### src/rtl/irw_pkg.sv
package irw_pkg;

    localparam int BUS_W   = 32;
    localparam int ENTRY_W = 64;
    localparam int IDX_W   = 8;
    localparam int VEC_W   = 8;

    // bus offsets
    localparam int OFF_SELECT = 'h00;
    localparam int OFF_WINDOW = 'h10;
    localparam int OFF_EOI    = 'h40;

    // window indices
    localparam int IDX_ID         = 0;
    localparam int IDX_VERSION    = 1;
    localparam int IDX_ARBIT      = 2;
    localparam int IDX_ENTRY_BASE = 'h10;

    localparam logic [1:0] SIZE_WORD = 2'd2;

    localparam logic [ENTRY_W-1:0] ENTRY_RESET = 64'h0001_0000_0001_0000;
    localparam logic [BUS_W-1:0]   ID_KEEP     = 32'h0F00_0000;
    localparam int BIT_REMOTE_IRR = 14;
    localparam int BIT_DLV_STATUS = 12;
    localparam logic [BUS_W-1:0] HW_OWNED =
        (32'd1 << BIT_REMOTE_IRR) | (32'd1 << BIT_DLV_STATUS);

    typedef enum logic [2:0] {
        ACC_NONE,
        ACC_SELECT,
        ACC_WINDOW,
        ACC_EOI,
        ACC_OTHER,
        ACC_BADSIZE
    } acc_kind_t;

    typedef struct packed {
        acc_kind_t        kind;
        logic             write;
        logic [BUS_W-1:0] data;
    } bus_op_t;

    function automatic logic [BUS_W-1:0] version_word(input int pins);
        logic [BUS_W-1:0] w;
        w = (BUS_W'(pins - 1) << 16) | 32'h11;
        return w;
    endfunction

    function automatic logic [BUS_W-1:0] merge_low_half(
        input logic [BUS_W-1:0] cur,
        input logic [BUS_W-1:0] wdata
    );
        return (cur & HW_OWNED) | (wdata & ~HW_OWNED);
    endfunction

endpackage

### src/rtl/irw_decode.sv
module irw_decode
    import irw_pkg::*;
#(
    parameter int ADDR_W = 8
) (
    input  logic              bus_valid,
    input  logic              bus_write,
    input  logic [ADDR_W-1:0] bus_addr,
    input  logic [1:0]        bus_size,
    input  logic [BUS_W-1:0]  bus_wdata,
    output bus_op_t           op
);

    always_comb begin
        op.write = bus_write;
        op.data  = bus_wdata;
        if (!bus_valid) begin
            op.kind = ACC_NONE;
        end else if (bus_size != SIZE_WORD) begin
            op.kind = ACC_BADSIZE;
        end else if (int'(bus_addr) == OFF_SELECT) begin
            op.kind = ACC_SELECT;
        end else if (int'(bus_addr) == OFF_WINDOW) begin
            op.kind = ACC_WINDOW;
        end else if (int'(bus_addr) == OFF_EOI) begin
            op.kind = ACC_EOI;
        end else begin
            op.kind = ACC_OTHER;
        end
    end

endmodule

### src/rtl/irw_entry.sv
module irw_entry
    import irw_pkg::*;
(
    input  logic               clk,
    input  logic               rst,
    input  logic               wr_lo,
    input  logic               wr_hi,
    input  logic [BUS_W-1:0]   wdata,
    input  logic               irr_set,
    input  logic               irr_clr,
    output logic [ENTRY_W-1:0] entry
);

    logic [ENTRY_W-1:0] entry_nxt;

    always_comb begin
        entry_nxt = entry;
        if (wr_hi) begin
            entry_nxt[ENTRY_W-1:BUS_W] = wdata;
        end
        if (wr_lo) begin
            entry_nxt[BUS_W-1:0] = merge_low_half(entry[BUS_W-1:0], wdata);
        end
        if (irr_set) begin
            entry_nxt[BIT_REMOTE_IRR] = 1'b1;
        end else if (irr_clr) begin
            entry_nxt[BIT_REMOTE_IRR] = 1'b0;
        end
    end

    always_ff @(posedge clk) begin
        if (rst) begin
            entry <= ENTRY_RESET;
        end else begin
            entry <= entry_nxt;
        end
    end

endmodule

### src/rtl/irw_readmux.sv
module irw_readmux
    import irw_pkg::*;
#(
    parameter int PINS = 24
) (
    input  logic [IDX_W-1:0]        index,
    input  logic [BUS_W-1:0]        id_reg,
    input  logic [PINS*ENTRY_W-1:0] entries,
    output logic [BUS_W-1:0]        rdata
);

    localparam int IDX_LIMIT = IDX_ENTRY_BASE + 2 * PINS;
    localparam int PIN_W     = IDX_W - 1;

    logic [IDX_W-1:0] rel;
    logic [PIN_W-1:0] pin_sel;
    logic             in_table;

    assign rel      = index - IDX_W'(IDX_ENTRY_BASE);
    assign pin_sel  = rel[IDX_W-1:1];
    assign in_table = (int'(index) >= IDX_ENTRY_BASE) && (int'(index) < IDX_LIMIT);

    always_comb begin
        rdata = '0;
        if (int'(index) == IDX_ID || int'(index) == IDX_ARBIT) begin
            rdata = id_reg;
        end else if (int'(index) == IDX_VERSION) begin
            rdata = version_word(PINS);
        end else if (in_table) begin
            for (int p = 0; p < PINS; p++) begin
                if (int'(pin_sel) == p) begin
                    rdata = rel[0] ? entries[p*ENTRY_W+BUS_W +: BUS_W]
                                   : entries[p*ENTRY_W +: BUS_W];
                end
            end
        end
    end

endmodule

### src/rtl/irq_redir_regwin.sv
module irq_redir_regwin
    import irw_pkg::*;
#(
    parameter int PINS   = 24,
    parameter int ADDR_W = 8
) (
    input  logic                    clk,
    input  logic                    rst,
    input  logic                    bus_valid,
    input  logic                    bus_write,
    input  logic [ADDR_W-1:0]       bus_addr,
    input  logic [1:0]              bus_size,
    input  logic [BUS_W-1:0]        bus_wdata,
    output logic [BUS_W-1:0]        bus_rdata,
    output logic                    bus_err,
    output logic                    eoi_valid,
    output logic [VEC_W-1:0]        eoi_vector,
    input  logic [PINS-1:0]         irr_set,
    input  logic [PINS-1:0]         irr_clr,
    output logic [PINS*ENTRY_W-1:0] entry_flat
);

    // PINS must lie in 1..120 so that every entry index fits in 8 bits.

    bus_op_t          op;
    logic [BUS_W-1:0] select_q;
    logic [BUS_W-1:0] id_q;
    logic [BUS_W-1:0] win_rdata;
    logic [BUS_W-1:0] rd_value;
    logic [IDX_W-1:0] index;
    logic             win_wr;
    logic [PINS-1:0]  wr_lo;
    logic [PINS-1:0]  wr_hi;

    irw_decode #(.ADDR_W(ADDR_W)) decode_i (
        .bus_valid (bus_valid),
        .bus_write (bus_write),
        .bus_addr  (bus_addr),
        .bus_size  (bus_size),
        .bus_wdata (bus_wdata),
        .op        (op)
    );

    assign index  = select_q[IDX_W-1:0];
    assign win_wr = (op.kind == ACC_WINDOW) && op.write;

    // select and identification registers
    always_ff @(posedge clk) begin
        if (rst) begin
            select_q <= '0;
            id_q     <= '0;
        end else begin
            if (op.kind == ACC_SELECT && op.write) begin
                select_q <= op.data;
            end
            if (win_wr && int'(index) == IDX_ID) begin
                id_q <= op.data & ID_KEEP;
            end
        end
    end

    // redirection entries
    for (genvar g = 0; g < PINS; g++) begin : g_pin
        assign wr_lo[g] = win_wr && (int'(index) == IDX_ENTRY_BASE + 2 * g);
        assign wr_hi[g] = win_wr && (int'(index) == IDX_ENTRY_BASE + 2 * g + 1);

        irw_entry entry_i (
            .clk     (clk),
            .rst     (rst),
            .wr_lo   (wr_lo[g]),
            .wr_hi   (wr_hi[g]),
            .wdata   (op.data),
            .irr_set (irr_set[g]),
            .irr_clr (irr_clr[g]),
            .entry   (entry_flat[g*ENTRY_W +: ENTRY_W])
        );
    end

    irw_readmux #(.PINS(PINS)) readmux_i (
        .index   (index),
        .id_reg  (id_q),
        .entries (entry_flat),
        .rdata   (win_rdata)
    );

    always_comb begin
        case (op.kind)
            ACC_SELECT: rd_value = select_q;
            ACC_WINDOW: rd_value = win_rdata;
            default:    rd_value = '0;
        endcase
    end

    // registered bus response and end-of-interrupt strobe
    always_ff @(posedge clk) begin
        if (rst) begin
            bus_rdata  <= '0;
            bus_err    <= 1'b0;
            eoi_valid  <= 1'b0;
            eoi_vector <= '0;
        end else begin
            bus_err   <= (op.kind == ACC_BADSIZE);
            eoi_valid <= (op.kind == ACC_EOI) && op.write;
            if (op.kind == ACC_EOI && op.write) begin
                eoi_vector <= op.data[VEC_W-1:0];
            end
            if (op.kind != ACC_NONE && !op.write) begin
                bus_rdata <= rd_value;
            end
        end
    end

endmodule

### config.mk
export PLATFORM = sky130hd
export DESIGN_NAME = irq_redir_regwin
export DESIGN_NICKNAME = d
export VERILOG_FILES = /design/src/rtl/irw_pkg.sv /design/src/rtl/irw_decode.sv /design/src/rtl/irw_entry.sv /design/src/rtl/irw_readmux.sv /design/src/rtl/irq_redir_regwin.sv
export SDC_FILE = /design/constraint.sdc
export NUM_CORES = 2
export LEC_CHECK = 0
export ABC_AREA = 1
export BUFFER_PORTS_ARGS = -buffer_cell sky130_fd_sc_hd__clkbuf_2
export CORE_AREA = 2 2 645 647
export CTS_BUF_LIST = sky130_fd_sc_hd__clkbuf_4 sky130_fd_sc_hd__clkbuf_8
export DETAILED_ROUTE_END_ITERATION = 6
export DIE_AREA = 0 0 647 649
export GPL_TIMING_DRIVEN = 0
export HOLD_SLACK_MARGIN = 0.06
export PLACE_DENSITY = 0.38
export SLEW_MARGIN = 5
export SYNTH_ARGS = -nofsm -noshare
export SYNTH_HDL_FRONTEND = slang
export SYNTH_SLANG_ARGS = --single-unit
### constraint.sdc
create_clock -name clk -period 7.19 [get_ports clk]
set_clock_uncertainty 0.2 [all_clocks]
set_input_delay 0.3595 -clock clk [delete_from_list [all_inputs] [get_ports clk]]
set_output_delay 0.3595 -clock clk [all_outputs]
set_load 0.01 [all_outputs]
==> flow_summary.ini <==
[global_route]
antenna_found_initial = 102
grt_usage_pct = 32.83
grt_max_degree = 20
grt_pass1_wl_um = 891300
grt_pass1_vias = 76174
grt_overflow_total = 0

[synthesis]
syn_area_per_cell_um2 = 7.513
ys_seq_elements = 1590
syn_area_um2 = 66500
synth_top_cell_by_area = dfxtp_1
synthFlopType = dfxtp_1
yosysSeqAreaShare_pct = 47.86
async_reset_ff_share_pct = 0
yosys-top-cells-area = dfxtp_1, o21ai_0, a21oi_1
syn_inst = 8851
synth_edf_count = 0
yosys.cell_types.count = 31
synth_top_area_share_pct = 47.86
yosysWarnings = 0

[cts]
clock_latency_ns = 1.19
cts_tree = done
numCtsBuffers = 328
cts_setup_buffers = 0
numClockSinks = 1590
path_clk_slew_ns = 0.06
clockRootBuffer = clkbuf_8
htree_levels = 5
clk_path_buf_depth = 4

[finish]
instances_no_fill = 16845
final_cell_mix = o21ai_0, clkbuf_2, a21oi_1, dfxtp_1, nand2_1
syn_to_final_growth_pct = 37.33
layout_commonest_cell = o21ai_0
fin_util_pct = 22.14
finalInstanceArea_um2 = 91330
fill_cells = 46879
layout-drive-gt1-share_pct = 24.45
nets = 11122

[floorplanning]
start_util_pct = 16.12
die_h_um = 649
dieArea_um2 = 419900
die_x_um = 647
pin_count = 1672
num_rows = 236
fp.coreArea_um2 = 412500

[detailed_routing]
wl_met1_um = 273300
top_layer_used = met5
via_per_inst = 5.018
wl_met2_um = 316700
wl_met3_um = 68010
wl_per_cell_um = 42.96
vias = 84524
drt_drc_violations_left = 0
wirelength_um = 723700
antenna_left = 0
first_pass_iters = 6
drtIter0Drc = 11372

[place]
place.gp.congestion = 0.9987
placed_cell_area_um2 = 82500
dp_slack_ns = -0.9540
port-buffer-count = 1645
dp_cells = 16026
dp_hpwl_um = 577200

[power]
p_sw_share_pct = 28.45
peakVddDrop_uv = 136.1
p_leak_nw = 38.61
power_switching_w = 0.005985
cellPowerDensity_nw_per_um2 = 230.4
intPower_w = 0.01506
pwr-share-comb_pct = 5.6
power.total_w = 0.02104
p_seq_share_pct = 42.1
p_clk_share_pct = 52.3

[timing]
max_clock_freq_ghz = 0.1294
post-route-period-util_pct = 107.5
grt_setup_unrepaired = false
min_period_ns = 7.728
slew_headroom_pct = -5.355
slew_violations = 66
setup_ws_ns = -0.5375
worst_slew_pin_slew_ns = 1.580
finalSetupViolCount = 13
hold_viol = 0

[setup_path]
worstSetupEndpointType = register
reg2reg_setup_slack_ns = -0.54
crit_required_ns = 8.00
reg2reg_to = bus_rdata[1]
cp-start-kind = register
endpoint = bus_rdata[1]
critical_path.startpoint = select_q[0]
path_class = reg2reg
rr_worst_depth = 18
r2r-start = select_q[0]
crit_fanout = 10
cp.arrival_ns = 8.53

[outcome]
status = complete, but fails checks
violations = capacitance limit, slew limit, setup timing

[flow_run]
drv_cap = 7

[worst_hold_path]
hold_class = in2reg
flip-flops by register name, summed over array words and instances, names as in the netlist:
signal and cells:
bus_err 1, select_q 32, bus_rdata 32, eoi_vector 8, id_q 4, eoi_valid 1
g_pin.entry_i.entry 1512
cell usage after synthesis, types with 29 or more instances:
| master | number |
|---|---|
| o21ai_0 | 1769 |
| a21oi_1 | 1740 |
| dfxtp_1 | 1590 |
| nand2_1 | 940 |
| clkbuf_1 | 755 |
| nor2_1 | 545 |
| inv_1 | 379 |
| o211ai_1 | 304 |
| or2_2 | 228 |
| nand4_1 | 125 |
| nand3_1 | 109 |
| buf_2 | 90 |
| a31oi_1 | 53 |
| o21a_1 | 35 |
| clkinv_1 | 34 |
| mux2i_1 | 29 |
worst min path at each step:
stage,from,endpoint,slack [ns],cells after the start
finish,bus_wdata[13],g_pin[17].entry_i.entry[13],0.15,3
global route,bus_wdata[7],g_pin[8].entry_i.entry[7],0.10,3
CTS,bus_wdata[7],g_pin[16].entry_i.entry[7],0.08,3
detailed placement,select_q[9],select_q[9],0.24,2
global placement,select_q[9],select_q[9],0.24,2
floorplan,id_q[24],id_q[24],0.22,2
power groups by stage:
| stage | Combinational [W] | Clock, W | Sequential [W] |
|---|---|---|---|
| finish | 0.00118 | 0.0110 | 0.00887 |
| global route | 0.00117 | 0.0114 | 0.00886 |
| CTS | 0.00116 | 0.0110 | 0.00887 |
| detailed placement | 0.00109 | 0 | 0.00906 |
| global placement | 0.00106 | 0 | 0.00906 |
| floorplan | 0.000278 | 0 | 0.00904 |
cell type report:
| class | count | area [um^2] | area share [%] |
|---|---|---|---|
| multi-input combinational | 5972 | 29670 | 32.49 |
| sequential | 1590 | 31830 | 34.85 |
| clock buffer | 519 | 6411 | 7.020 |
| inverter | 418 | 1569 | 1.718 |
| buffer | 892 | 3695 | 4.046 |
| tap | 5474 | 6849 | 7.500 |
| clock inverter | 66 | 747.0 | 0.8179 |
| timing repair buffer | 1821 | 10320 | 11.30 |
| antenna | 93 | 232.7 | 0.2548 |
per-stage QoR:
stage / hold slack, ns / TNS, ns
6_report: 0.1456 / -2.808
5_1_grt: 0.1014 / 0
4_1_cts: 0.08370 / -0.1109
3_5_place_dp: 0.2388 / -7.691
3_3_place_gp: 0.2363 / -56.79
2_1_floorplan: 0.2237 / 0
cells by family after synthesis:
| kind of cell | share of synthesized area [%] |
|---|---|
| muxes | 0.4365 |
| and+or+nand+nor | 12.96 |
| other | 0.005639 |
| AOI/OAI and AO/OA | 30.93 |
| buffers and inverters | 7.710 |
| DFF | 47.86 |
| adders and majority gates | 0.09407 |
repair_timing:
action	in CTS	in global routing
hold buffers	143	0
setup endpoints to repair	17	2
hold endpoints to repair	190	0
resized for setup	3	1
routing by layer:
metal | track usage [%] | vias to the layer above
li1 | - | 35018
met1 | 38.52 | 42455
met2 | 50.66 | 5684
met3 | 9.132 | 1357
met4 | 25.00 | 10
met5 | 0 | -
critical path, cell delays in order (launching register included):
cell,delay [ns]
dfxtp_1,0.61
buf_2,0.34
buf_2,0.47
clkbuf_1,1.11
o21ai_0,0.44
o22ai_1,0.77
nand4_1,0.51
nand2_1,0.38
nand4_1,0.38
nand2_1,0.39
nand4_1,0.22
nand2_1,0.24
nand4_1,0.43
nand2_1,0.31
nand2_1,0.21
nand2_1,0.24
nand3_1,0.18
nand2_1,0.10
a21oi_1,0.06
Note: power is estimated with default switching activity, not from simulation.
